**src/rtl/canerr_pkg.sv**
```systemverilog
package canerr_pkg;

  // Cause flag bit positions (flag and enable registers share them)
  localparam int unsigned CAUSE_BUS_ERR   = 0;
  localparam int unsigned CAUSE_WARN      = 1;
  localparam int unsigned CAUSE_PASSIVE   = 2;
  localparam int unsigned CAUSE_BOFF_IN   = 3;
  localparam int unsigned CAUSE_BOFF_OUT  = 4;
  localparam int unsigned CAUSE_OVERRUN   = 5;
  localparam int unsigned CAUSE_OVERLOAD  = 6;
  localparam int unsigned CAUSE_BUS_LOCK  = 7;

  // Interrupt status / enable position of the combined error bit
  localparam int unsigned IRQ_ERR_BIT = 5;

  // Register selector
  typedef enum logic [2:0] {
    SEL_FLAG   = 3'd0,
    SEL_ENA    = 3'd1,
    SEL_CODE   = 3'd2,
    SEL_IRQEN  = 3'd3,
    SEL_IRQSTS = 3'd4,
    SEL_TEC    = 3'd5,
    SEL_REC    = 3'd6,
    SEL_NONE   = 3'd7
  } reg_sel_e;

endpackage

```
**src/rtl/canerr_w0c_reg.sv**
```systemverilog
// Sticky bit register: event bits set, written-zero bits clear, set wins.
// Optional replace mode loads the event vector when any event bit is set.
module canerr_w0c_reg #(
  parameter int unsigned WIDTH = 8
) (
  input  logic             clk,
  input  logic             rst,
  input  logic [WIDTH-1:0] set_i,
  input  logic             wr_i,
  input  logic [WIDTH-1:0] keep_i,
  input  logic             replace_i,
  output logic [WIDTH-1:0] q_o
);

  logic [WIDTH-1:0] q;
  logic             any_set;

  assign any_set = |set_i;

  for (genvar b = 0; b < WIDTH; b++) begin : g_bit
    logic hold;
    assign hold = q[b] & (~wr_i | keep_i[b]);

    always_ff @(posedge clk) begin
      if (rst) begin
        q[b] <= 1'b0;
      end else if (replace_i && any_set) begin
        q[b] <= set_i[b];
      end else begin
        q[b] <= hold | set_i[b];
      end
    end
  end

  assign q_o = q;

endmodule

```
**src/rtl/canerr_code_store.sv**
```systemverilog
// Protocol error code store with accumulate / latest-only display mode.
module canerr_code_store #(
  parameter int unsigned DATA_W = 8
) (
  input  logic              clk,
  input  logic              rst,
  input  logic [DATA_W-2:0] code_evt_i,
  input  logic              wr_i,
  input  logic [DATA_W-1:0] wdata_i,
  output logic [DATA_W-2:0] code_o,
  output logic              dm_o
);

  localparam int unsigned CODE_W = DATA_W - 1;
  localparam int unsigned DM_BIT = DATA_W - 1;

  logic dm_q;

  always_ff @(posedge clk) begin
    if (rst) begin
      dm_q <= 1'b0;
    end else if (wr_i) begin
      dm_q <= wdata_i[DM_BIT];
    end
  end

  canerr_w0c_reg #(
    .WIDTH (CODE_W)
  ) u_codes (
    .clk       (clk),
    .rst       (rst),
    .set_i     (code_evt_i),
    .wr_i      (wr_i),
    .keep_i    (wdata_i[CODE_W-1:0]),
    .replace_i (~dm_q),
    .q_o       (code_o)
  );

  assign dm_o = dm_q;

endmodule

```
**src/rtl/canerr_irq_gate.sv**
```systemverilog
// Combines enabled cause flags into one registered status bit and
// qualifies it with the interrupt enable.
module canerr_irq_gate #(
  parameter int unsigned WIDTH = 8
) (
  input  logic             clk,
  input  logic             rst,
  input  logic [WIDTH-1:0] flag_i,
  input  logic [WIDTH-1:0] ena_i,
  input  logic             ie_i,
  output logic             sts_o,
  output logic             irq_o
);

  logic any_en;
  logic sts_q;
  logic irq_q;

  assign any_en = |(flag_i & ena_i);

  always_ff @(posedge clk) begin
    if (rst) begin
      sts_q <= 1'b0;
      irq_q <= 1'b0;
    end else begin
      sts_q <= any_en;
      irq_q <= any_en & ie_i;
    end
  end

  assign sts_o = sts_q;
  assign irq_o = irq_q;

endmodule

```
**src/rtl/canerr_report.sv**
```systemverilog
module canerr_report
  import canerr_pkg::*;
#(
  parameter int unsigned ADDR_W = 3,
  parameter int unsigned DATA_W = 8
) (
  input  logic              clk,
  input  logic              rst,
  input  logic [DATA_W-1:0] evt_i,
  input  logic [DATA_W-2:0] code_evt_i,
  input  logic [DATA_W-1:0] tec_i,
  input  logic [DATA_W-1:0] rec_i,
  input  logic              we_i,
  input  logic [ADDR_W-1:0] addr_i,
  input  logic [DATA_W-1:0] wdata_i,
  output logic [DATA_W-1:0] rdata_o,
  output logic              err_sts_o,
  output logic              err_irq_o
);

  localparam int unsigned CAUSE_W = DATA_W;
  localparam int unsigned CODE_W  = DATA_W - 1;

  logic [CAUSE_W-1:0] flag_q;
  logic [CAUSE_W-1:0] ena_q;
  logic [CODE_W-1:0]  code_q;
  logic               dm_q;
  logic               ie_q;
  logic [DATA_W-1:0]  rd_next;
  logic [DATA_W-1:0]  rdata_q;

  logic wr_flag, wr_ena, wr_code, wr_ie;

  assign wr_flag = we_i && (addr_i == ADDR_W'(SEL_FLAG));
  assign wr_ena  = we_i && (addr_i == ADDR_W'(SEL_ENA));
  assign wr_code = we_i && (addr_i == ADDR_W'(SEL_CODE));
  assign wr_ie   = we_i && (addr_i == ADDR_W'(SEL_IRQEN));

  // Cause flags
  canerr_w0c_reg #(
    .WIDTH (CAUSE_W)
  ) u_flags (
    .clk       (clk),
    .rst       (rst),
    .set_i     (evt_i),
    .wr_i      (wr_flag),
    .keep_i    (wdata_i),
    .replace_i (1'b0),
    .q_o       (flag_q)
  );

  // Cause enables and interrupt enable
  always_ff @(posedge clk) begin
    if (rst) begin
      ena_q <= '0;
      ie_q  <= 1'b0;
    end else begin
      if (wr_ena) ena_q <= wdata_i;
      if (wr_ie)  ie_q  <= wdata_i[IRQ_ERR_BIT];
    end
  end

  // Protocol error codes
  canerr_code_store #(
    .DATA_W (DATA_W)
  ) u_codes (
    .clk        (clk),
    .rst        (rst),
    .code_evt_i (code_evt_i),
    .wr_i       (wr_code),
    .wdata_i    (wdata_i),
    .code_o     (code_q),
    .dm_o       (dm_q)
  );

  // Combined status and interrupt
  canerr_irq_gate #(
    .WIDTH (CAUSE_W)
  ) u_gate (
    .clk    (clk),
    .rst    (rst),
    .flag_i (flag_q),
    .ena_i  (ena_q),
    .ie_i   (ie_q),
    .sts_o  (err_sts_o),
    .irq_o  (err_irq_o)
  );

  // Read path
  always_comb begin
    rd_next = '0;
    case (addr_i)
      ADDR_W'(SEL_FLAG):   rd_next = flag_q;
      ADDR_W'(SEL_ENA):    rd_next = ena_q;
      ADDR_W'(SEL_CODE):   rd_next = {dm_q, code_q};
      ADDR_W'(SEL_IRQEN):  rd_next[IRQ_ERR_BIT] = ie_q;
      ADDR_W'(SEL_IRQSTS): rd_next[IRQ_ERR_BIT] = err_sts_o;
      ADDR_W'(SEL_TEC):    rd_next = tec_i;
      ADDR_W'(SEL_REC):    rd_next = rec_i;
      default:             rd_next = '0;
    endcase
  end

  always_ff @(posedge clk) begin
    if (rst) rdata_q <= '0;
    else     rdata_q <= rd_next;
  end

  assign rdata_o = rdata_q;

endmodule

```
**config.mk**
```make
export PLATFORM = sky130hd
export DESIGN_NAME = canerr_report
export DESIGN_NICKNAME = d
export VERILOG_FILES = /design/src/rtl/canerr_pkg.sv /design/src/rtl/canerr_w0c_reg.sv /design/src/rtl/canerr_code_store.sv /design/src/rtl/canerr_irq_gate.sv /design/src/rtl/canerr_report.sv
export SDC_FILE = /design/constraint.sdc
export NUM_CORES = 1
export LEC_CHECK = 0
export ABC_CLOCK_PERIOD_IN_PS = 2300
export BUFFER_PORTS_ARGS = -buffer_cell sky130_fd_sc_hd__buf_2
export CAP_MARGIN = 20
export CORE_ASPECT_RATIO = 1.5
export CORE_UTILIZATION = 53
export CTS_CLUSTER_SIZE = 10
export DETAILED_ROUTE_END_ITERATION = 16
export HOLD_SLACK_MARGIN = 0.02
export PLACE_DENSITY = 0.82
export SYNTH_ARGS = -nofsm -noshare
export SYNTH_HDL_FRONTEND = slang
export SYNTH_SLANG_ARGS = --single-unit
```
**constraint.sdc**
```tcl
create_clock -name clk -period 2.3 [get_ports clk]
set_input_delay 0.23 -clock clk [delete_from_list [all_inputs] [get_ports clk]]
set_output_delay 0.23 -clock clk [all_outputs]
set_load 0.01 [all_outputs]
```
==> results.md, run 1 <==
| Item | This run | Unit |
|---|---|---|
| Result of the run | complete, no violations | - |
| Cell chosen for the clock root | clkbuf_8 | - |
| Number of antenna violations at the first check in global routing | 0 | - |
| Max-cap viol count | 0 | - |
| Number of buffers created by CTS | 5 | - |
| Synth async-reset ratio | 0 | - |
| Number of nets with antenna violations after detailed routing | 0 | - |
| Total power density per cell area | 693.2 | nW/µm² |
| Minimum clock period | 1.387 | ns |
| Instance count of the mapped netlist | 178 | - |
| Clock-pin transition on the worst setup and hold timing paths | 0.07 | ns |
| Share of post-route cells with drive strength above 1 | 0.3524 | - |
| Count of final max-slew check failures | 0 | - |
| Critical path required time | 2.45 | ns |
| Maximum number of pins on one net before global-route repair | 43 | - |
| Leakage | 0.0008877 | µW |
| Quantity of gates resized following cts | 0 | - |
| Initial standard-cell utilization of the core | 0.5672 | - |
| Std-Cell Rows | 24 | - |
| Clock insertion delay at the later pin of the skew report | 0.29 | ns |
| Worst setup path class | in2reg | - |
| Wire length of the first global-routing pass | 6258 | µm |
| Worst vdd rail ir drop | 0.6466 | mV |
| Core area | 2943 | µm² |
| Post-layout nets | 271 | - |
| Mean instance size in the synthesized netlist | 9.377 | µm² |
| Overall via count from detail_route | 1523 | - |
| Relative slew slack | 0.5291 | - |
| Sequential fraction of the synthesis area | 0.4198 | - |
| Largest driver fanout on the critical path | 21 | - |
| Setup violators final | 0 | - |
| Transition time of the tightest slew-check pin | 0.6972 | ns |
| Hold buffers post-CTS | 0 | - |
| All-Layer GR Usage | 0.2582 | - |
| Worst Hold Slack | 0.1632 | ns |
| Most used flip-flop cell after synthesis | dfxtp_1 | - |
| Setup repair after global routing missed its margin | false | - |
| Total standard cell area after synthesis | 1669 | µm² |
| Most frequently used cell type in the post-synthesis netlist | dfxtp_1 | - |
| Proportion of netlist area held by the largest area contributor | 0.4198 | - |
| Register area | 700.7 | µm² |
| F_max | 0.7210 | GHz |
| Setup skew after layout | 0.009594 | ns |
| Clock Sinks | 35 | - |
| Count of filler cells inserted in the layout | 281 | - |
| Worst setup EP type | flop | - |
| Wirelength, routed | 3974 | µm |
| Startpoint type of the worst setup path | input port | - |
| Total negative slack | 0 | ns |
| Number of warnings issued by yosys | 0 | - |
| Cell taking the most area after synthesis | dfxtp_1 | - |
| Die span in y | 70.73 | µm |
| Clock tree from TritonCTS | built | - |
| Dominant cells by area after synthesis | dfxtp_1 (42%), mux2i_1 (7.8%), a221oi_1 (6.3%) | - |
| Post-synthesis to final-layout area growth | 21.44 | % |
| Final worst-path cycle share | 0.6030 | - |
| Setup ws final | 0.9130 | ns |
| Remaining DRCs | 0 | - |
| Die Outline Area | 3382 | µm² |
| Utilization after layout | 0.6888 | - |
| Final Wtd Congestion | 0.8067 | - |
| Ratio of routed vias to standard cells | 5.726 | - |
| Port-buffer cells | 54 | - |
| Leading post-synthesis cells by instance count | dfxtp_1 (35), inv_1 (16), mux2i_1 (13) | - |
| Worst slack at placement | 0.6163 | ns |
| Starting DRT DRC Count | 49 | - |
| Drt wl/cell | 14.94 | µm |
| Buffers inserted during post-CTS setup optimization | 0 | - |
| Cell variety after synth | 36 | - |
| Multi-input gate area | 829.5 | µm² |
| Detailed placer's ending HPWL | 2896 | µm |
| TritonRoute pass-1 iters | 4 | - |
| Clock tree buffer depth | 2 | - |
| EDFF count, synth | 0 | - |
| Vias in the first global route | 1440 | - |
| Chip width | 47.82 | µm |
| Synthesized Nets | 223 | - |
| Boundary Pins | 55 | - |
| Sum of overflow across all layers after global routing | 0 | - |
| Hold Vio Cnt, Final | 0 | - |
| H-tree level count | 2 | - |
| Min-Delay Path Class | in2reg | - |
| Synthesis-stage register bit count | 35 | - |
| Ant diodes | 0 | - |
| Worst path arrival time | 1.53 | ns |
logic make-up (layout without fill, tap and decap cells):
kind of cell | count (synthesis) | in the layout | share of synthesized area
compound gates | 58 | 58 | 0.2429
buf+inv | 29 | 78 | 0.08321
flops | 35 | 35 | 0.4198
mux | 19 | 19 | 0.1184
simple gates | 37 | 37 | 0.1357
sequential cells by signal, summed over array words and instances (netlist names):
| name | flops |
|---|---|
| ie_q | 1 |
| u_codes.u_codes.q_o | 7 |
| rdata_o | 8 |
| ena_q | 8 |
| u_flags.q_o | 8 |
| u_gate.irq_o | 1 |
| u_gate.sts_o | 1 |
| u_codes.dm_o | 1 |
final cells by class:
cell class	count	area share
Clock buffer	6	0.04074
Clock inverter	2	0.01728
Inverter	16	0.02963
Multi-Input combinational cell	114	0.4093
Sequential cell	35	0.3457
Tap cell	39	0.02407
Timing Repair Buffer	54	0.1333
path summary, 6_finish.rpt:
path	start	endpoint	depth (start not counted)	slack (ns)
worst max-delay path	addr_i[2]	u_flags.q_o[3]	4	0.91
worst min-delay path	evt_i[5]	u_flags.q_o[5]	3	0.16
worst max register to register	u_codes.dm_o	u_codes.u_codes.q_o[1]	2	1.07
worst min register to register	u_flags.q_o[4]	u_flags.q_o[4]	2	0.48
metal layers:
metal | wire length (µm) | share of wire | vias to the layer above | track usage
met2 | 2169 | 0.55 | 43 | 0.4474
met3 | 183 | 0.046 | 9 | 0.05867
met5 | 0 | 0 | - | 0
met1 | 1532 | 0.39 | 719 | 0.2825
met4 | 88 | 0.022 | 0 | 0.1080
li1 | - | - | 752 | -
cells in the final DEF, fill, tap and decap left out:
master,Yosys,layout
nand4b_1,1,1
a211oi_1,2,2
dfxtp_1,35,35
nand2b_1,1,1
nand3_1,1,1
a31oi_1,3,3
nor2b_1,7,7
o21ai_0,7,7
bufinv_16,0,1
and2b_4,1,1
nor3_1,6,6
and4_1,1,1
or3b_2,1,1
a21oi_1,11,11
clkbuf_8,0,6
mux2i_1,13,13
clkinv_2,0,1
a221oi_1,12,12
or4b_1,1,1
inv_1,16,16
and4bb_2,1,1
nand4bb_1,1,1
a21o_1,1,1
o21ai_2,8,8
buf_2,3,54
o22ai_1,7,7
nor2b_2,1,1
nor4_1,1,1
mux2_2,6,6
o21a_1,1,1
nor2_1,11,11
o31a_1,1,1
a22oi_1,4,4
a41oi_1,1,1
nor3b_1,2,2
worst max-delay path: stages:
cell and delay, ns:
buf_2 0.20, or4b_1 0.80, o21ai_2 0.21, a21oi_1 0.09
power by group:
group	total [µW]	internal, µW	switching, µW
combinational	181	85.6	95.4
sequential	654	636	18.1
clock	570	351	219
total	1410	1070	333
metrics by stage:
step | std cells | instance area [µm²] | power (µW)
6_report | 266 | 2027 | 1405
5_1_grt | 266 | 2027 | 1456
4_1_cts | 266 | 2027 | 1413
3_5_place_dp | 258 | 1909 | 847.4
3_3_place_gp | 258 | 1909 | 844.6
2_1_floorplan | 178 | 1669 | 777.0
Power figures use the tool's default switching activity.
==> inputs of run 2 (changes only) <==
--- a/config.mk
+++ b/config.mk
@@ -5,15 +5,15 @@
 export SDC_FILE = /design/constraint.sdc
 export NUM_CORES = 1
 export LEC_CHECK = 0
-export ABC_CLOCK_PERIOD_IN_PS = 2300
+export ABC_CLOCK_PERIOD_IN_PS = 1430
 export BUFFER_PORTS_ARGS = -buffer_cell sky130_fd_sc_hd__buf_2
 export CAP_MARGIN = 20
 export CORE_ASPECT_RATIO = 1.5
-export CORE_UTILIZATION = 53
+export CORE_UTILIZATION = 50
 export CTS_CLUSTER_SIZE = 10
 export DETAILED_ROUTE_END_ITERATION = 16
 export HOLD_SLACK_MARGIN = 0.02
-export PLACE_DENSITY = 0.82
+export PLACE_DENSITY = 0.78
 export SYNTH_ARGS = -nofsm -noshare
 export SYNTH_HDL_FRONTEND = slang
 export SYNTH_SLANG_ARGS = --single-unit
==> constraint.sdc (replaced) <==
create_clock -name clk -period 1.43 [get_ports clk]
set_input_delay 0.143 -clock clk [delete_from_list [all_inputs] [get_ports clk]]
set_output_delay 0.143 -clock clk [all_outputs]
set_load 0.01 [all_outputs]
==> run 2 against run 1 <==
Compared with the run above: core utilization fell by 3.6 points; sequential share of layout area is 0.61 points lower; final cell count grew 2.6%; power is 48% higher; wire length grew 1.8%; die area grew 5.8%; flip-flop and latch count unchanged; critical path depth down 1.
==> results.md, run 2 (synthesized netlist as in run 1, its figures left out) <==
| Item | This run | Unit |
|---|---|---|
| Detailed placer's ending HPWL | 3009 | µm |
| Ant diodes | 0 | - |
| Final worst-path cycle share | 0.8464 | - |
| Clock insertion delay at the later pin of the skew report | 0.29 | ns |
| Setup skew after layout | 0.003463 | ns |
| Worst vdd rail ir drop | 0.8034 | mV |
| Clock tree buffer depth | 2 | - |
| H-tree level count | 2 | - |
| Drt wl/cell | 14.82 | µm |
| Sum of overflow across all layers after global routing | 0 | - |
| Worst setup EP type | flop | - |
| Worst setup path class | reg2reg | - |
| Cell chosen for the clock root | clkbuf_8 | - |
| Clock tree from TritonCTS | built | - |
| Number of buffers created by CTS | 5 | - |
| F_max | 0.8262 | GHz |
| Buffer and inverter count on the worst path | 0 | - |
| Quantity of gates resized following cts | 0 | - |
| All-Layer GR Usage | 0.2479 | - |
| Count of filler cells inserted in the layout | 283 | - |
| Hold Vio Cnt, Final | 0 | - |
| Worst path arrival time | 1.44 | ns |
| Share of post-route cells with drive strength above 1 | 0.3691 | - |
| Chip width | 49.18 | µm |
| Vias in the first global route | 1480 | - |
| Number of nets with antenna violations after detailed routing | 0 | - |
| Max stage delay cell, worst path | or3b_2 | - |
| TritonRoute pass-1 iters | 4 | - |
| Setup repair after global routing missed its margin | false | - |
| Relative slew slack | 0.5677 | - |
| Total negative slack | 0 | ns |
| Post-synthesis to final-layout area growth | 23.61 | % |
| Critical path required time | 1.66 | ns |
| Starting DRT DRC Count | 88 | - |
| Die Outline Area | 3578 | µm² |
| Most common library cell in the layout ignoring fill and taps | buf_2 | - |
| Clock-pin transition on the worst setup and hold timing paths | 0.07 | ns |
| Remaining DRCs | 0 | - |
| Utilization after layout | 0.6531 | - |
| Buffers inserted during post-CTS setup optimization | 0 | - |
| Result of the run | complete, no violations | - |
| Startpoint type of the worst setup path | flop | - |
| Die span in y | 72.76 | µm |
| Std-Cell Rows | 25 | - |
| Boundary Pins | 55 | - |
| Leakage | 0.0009115 | µW |
| Count of final max-slew check failures | 0 | - |
| Transition time of the tightest slew-check pin | 0.6400 | ns |
| Initial standard-cell utilization of the core | 0.5283 | - |
| Maximum number of pins on one net before global-route repair | 24 | - |
| Total power density per cell area | 1007 | nW/µm² |
| Post-layout nets | 278 | - |
| Wire length of the first global-routing pass | 6630 | µm |
| Core area | 3159 | µm² |
| Commonest non-fill, non-tap cells in the layout | buf_2 (54), dfxtp_1 (35), inv_1 (16) | - |
| Worst setup startpoint | u_flags.q_o[5] | - |
| Hold buffers post-CTS | 0 | - |
| Final Wtd Congestion | 0.8687 | - |
| Min-Delay Path Class | in2reg | - |
| Setup violators final | 0 | - |
| Startpoint of the worst hold path | evt_i[5] | - |
| Minimum clock period | 1.210 | ns |
| Max-cap viol count | 0 | - |
| Delay of the slowest critical-path stage | 0.46 | ns |
| Overall via count from detail_route | 1551 | - |
| Wirelength, routed | 4045 | µm |
| Cells traversed along the worst timing path | or3b_2 -> a21oi_1 -> o31a_1 | - |
| Largest driver fanout on the critical path | 3 | - |
| Clock Sinks | 35 | - |
| Port-buffer cells | 54 | - |
| Family of cells with the greatest summed delay on the critical path | simple AND/OR/NAND/NOR gates | - |
| Worst reg2reg path startpoint | u_flags.q_o[5] | - |
| Number of antenna violations at the first check in global routing | 0 | - |
| Ratio of routed vias to standard cells | 5.681 | - |
-- run 2: layer usage --
layer / share of wire / track usage
met5: 0 / 0
met4: 0.017 / 0.09804
met3: 0.039 / 0.06458
met2: 0.55 / 0.4566
met1: 0.39 / 0.2649
-- run 2: final cells by class --
type	count	area, µm²	area share
multi-input combinational	114	829.5	0.4021
inverter	16	60.06	0.02911
sequential	35	700.7	0.3396
clock buffer	6	82.58	0.04002
timing repair buffer	61	335.3	0.1625
tap	40	50.05	0.02426
clock inverter	1	5.005	0.002426
-- run 2: path summary, 6_finish.rpt --
kind | endpoint | slack (ns) | depth (start not counted)
worst min register to register | u_flags.q_o[4] | 0.48 | 2
worst max register to register | rdata_o[5] | 0.22 | 3
worst max-delay path | rdata_o[5] | 0.22 | 3
worst min-delay path | u_flags.q_o[5] | 0.08 | 3
-- run 2: worst min-delay path: cells and delay by family --
family / cells / cell delay [ns]
buffers and inverters: 2 / 0.13
AO/OA/AOI/OAI: 1 / 0.05
-- run 2: report_power, final --
part	internal (µW)	switching, µW
clock	377	337
sequential	1020	28.7
combinational	153	158
-- run 2: stage by stage --
stage | instances | worst slack [ns] | area [µm²] | power [µW] | hold WS, ns
after global placement | 266 | 0.1248 | 1976 | 1378 | 0.3767
after CTS | 273 | 0.2023 | 2063 | 2089 | 0.08034
after detailed placement | 266 | 0.1064 | 1976 | 1383 | 0.3833
after global routing | 273 | 0.09345 | 2063 | 2172 | 0.09060
after floorplan | 178 | 0.3236 | 1669 | 1250 | 0.2724
final | 273 | 0.2196 | 2063 | 2077 | 0.08065
==> inputs of run 3 (changes only) <==
--- a/config.mk
+++ b/config.mk
@@ -5,7 +5,7 @@
 export SDC_FILE = /design/constraint.sdc
 export NUM_CORES = 1
 export LEC_CHECK = 0
-export ABC_CLOCK_PERIOD_IN_PS = 1430
+export ABC_CLOCK_PERIOD_IN_PS = 1130
 export BUFFER_PORTS_ARGS = -buffer_cell sky130_fd_sc_hd__buf_2
 export CAP_MARGIN = 20
 export CORE_ASPECT_RATIO = 1.5
==> constraint.sdc (replaced) <==
create_clock -name clk -period 1.13 [get_ports clk]
set_input_delay 0.113 -clock clk [delete_from_list [all_inputs] [get_ports clk]]
set_output_delay 0.113 -clock clk [all_outputs]
set_load 0.01 [all_outputs]
==> run 3 against run 2 <==
Compared with the run above: combinational power is 58% higher; critical endpoint is now rdata_o[6]; register-to-register slack got worse by 0.17 ns; power is 36% higher; core utilization up 8.3 points; worst setup slack got worse by 0.17 ns.
==> results.md, run 3 (synthesized netlist as in run 1, its figures left out) <==
| Item | This run | Unit |
|---|---|---|
| Detailed placer's ending HPWL | 3511 | µm |
| Worst setup startpoint | u_flags.q_o[6] | - |
| Switching power | 705.1 | µW |
| Cells traversed along the worst timing path | mux2_2 -> a221oi_1 -> nor3_1 | - |
| Number of buffers created by CTS | 5 | - |
| Transition time of the tightest slew-check pin | 0.4380 | ns |
| Portion of total power attributed to the clock network | 0.354 | - |
| Minimum clock period | 1.081 | ns |
| Port-buffer cells | 54 | - |
| Max-cap viol count | 0 | - |
| Count of final max-slew check failures | 0 | - |
| Part of the power in combinational logic | 0.174 | - |
| Die Outline Area | 3578 | µm² |
| Relative slew slack | 0.7080 | - |
| Clock-pin transition on the worst setup and hold timing paths | 0.07 | ns |
| Worst path arrival time | 1.25 | ns |
| Internal portion of total power | 2112 | µW |
| Overall via count from detail_route | 1666 | - |
| Ratio of routed vias to standard cells | 5.591 | - |
| Share of post-route cells with drive strength above 1 | 0.4496 | - |
| Die span in y | 72.76 | µm |
| Core area | 3159 | µm² |
| Sum of overflow across all layers after global routing | 0 | - |
| Clock Sinks | 35 | - |
| Number of nets with antenna violations after detailed routing | 0 | - |
| Hold Vio Cnt, Final | 0 | - |
| Worst vdd rail ir drop | 0.8686 | mV |
| H-tree level count | 2 | - |
| Final Wtd Congestion | 0.8899 | - |
| Cell chosen for the clock root | clkbuf_8 | - |
| Setup skew after layout | 0.004475 | ns |
| Setup violators final | 0 | - |
| All-Layer GR Usage | 0.2798 | - |
| Result of the run | complete, no violations | - |
| F_max | 0.9250 | GHz |
| Startpoint type of the worst setup path | flop | - |
| Leakage | 0.001057 | µW |
| Worst setup EP type | flop | - |
| Min-Delay Path Class | in2reg | - |
| Chip width | 49.18 | µm |
| Most common library cell in the layout ignoring fill and taps | buf_2 | - |
| Total negative slack | 0 | ns |
| Maximum number of pins on one net before global-route repair | 26 | - |
| TritonRoute pass-1 iters | 4 | - |
| Boundary Pins | 55 | - |
| Max stage delay cell, worst path | dfxtp_1 | - |
| Vias in the first global route | 1673 | - |
| Wirelength, routed | 4540 | µm |
| Clock tree from TritonCTS | built | - |
| Post-synthesis to final-layout area growth | 39.28 | % |
| Largest driver fanout on the critical path | 2 | - |
| Number of antenna violations at the first check in global routing | 0 | - |
| Post-layout nets | 302 | - |
| Hold buffers post-CTS | 0 | - |
| Clock insertion delay at the later pin of the skew report | 0.29 | ns |
| Ant diodes | 0 | - |
| Setup repair after global routing missed its margin | false | - |
| Worst setup path class | reg2reg | - |
| Commonest non-fill, non-tap cells in the layout | buf_2 (54), dfxtp_1 (34), buf_4 (27) | - |
| Drt wl/cell | 15.23 | µm |
| Critical path required time | 1.30 | ns |
| Delay of the slowest critical-path stage | 0.33 | ns |
| Startpoint of the worst hold path | evt_i[5] | - |
| Remaining DRCs | 0 | - |
| Buffers inserted during post-CTS setup optimization | 0 | - |
| Std-Cell Rows | 25 | - |
| Initial standard-cell utilization of the core | 0.5283 | - |
| Post-Layout Cell Count | 298 | - |
| Total power density per cell area | 1212 | nW/µm² |
| Share of power burned in registers | 0.473 | - |
| Final worst-path cycle share | 0.9567 | - |
| Wire length of the first global-routing pass | 7348 | µm |
| Register-to-register setup slack | 0.05 | ns |
| Starting DRT DRC Count | 53 | - |
| Worst reg2reg path startpoint | u_flags.q_o[6] | - |
| Clock tree buffer depth | 2 | - |
| Cell count after placement | 290 | - |
| Switching power as a share of total power | 0.2503 | - |
-- run 3: cell count changes in the layout (fill, tap and decap cells not counted), sizes merged --
cell / change
clkinv: -1
buf: +24
clkbuf: +2
-- run 3: final timing paths --
kind | end | cells after the start
worst max-delay path | rdata_o[6] | 3
worst max register to register | rdata_o[6] | 3
worst min-delay path | u_flags.q_o[5] | 3
worst min register to register | u_flags.q_o[3] | 2
-- run 3: cell type report --
cell class	instances	area (µm²)
flip-flops and latches	35	701.9
repair buffers	85	553.0
well taps	40	50.05
clock buffers	8	100.1
fillers	260	834.6
multi-input cells	114	859.6
inverters	16	60.06
-- run 3: power groups by stage --
stage | Combinational [µW] | Sequential, µW | Clock, µW
2_1_floorplan | 221 | 1360 | 0
3_3_place_gp | 466 | 1350 | 0
3_5_place_dp | 478 | 1360 | 0
4_1_cts | 480 | 1330 | 1010
5_1_grt | 535 | 1340 | 1060
6_report | 489 | 1330 | 996
-- run 3: per-stage QoR --
step	utilization	setup WS [ns]	hold slack, ns	cell area [µm²]	power, µW
6_report	0.7358	0.04892	0.03602	2325	2817
5_1_grt	0.7358	0.01034	0.05137	2325	2934
4_1_cts	0.7263	0.007087	0.03564	2295	2824
3_5_place_dp	0.6943	-0.1481	0.3534	2193	1835
3_3_place_gp	0.6943	-0.1282	0.3460	2193	1821
2_1_floorplan	-	0.04320	0.2424	1669	1582
-- run 3: worst max-delay path, delay by kind of cell (launching register included) --
| family | cells | cell delay [ns] |
|---|---|---|
| mux | 1 | 0.26 |
| compound gates | 1 | 0.29 |
| flops | 1 | 0.33 |
| simple gates | 1 | 0.08 |
-- run 3: layer usage --
layer | vias up | GRT usage | part of all wire
li1 | 810 | - | -
met1 | 788 | 0.2762 | 0.38
met5 | - | 0 | 0
met2 | 49 | 0.5205 | 0.54
met4 | 0 | 0.1765 | 0.044
met3 | 19 | 0.06042 | 0.035
-- run 3: repair_timing --
item                                    in CTS  in global routing
resized for setup                            1                  6
endpoints found under the setup margin       1                  6
hold endpoints to repair                     0                  0
pin swaps                                    1                  3
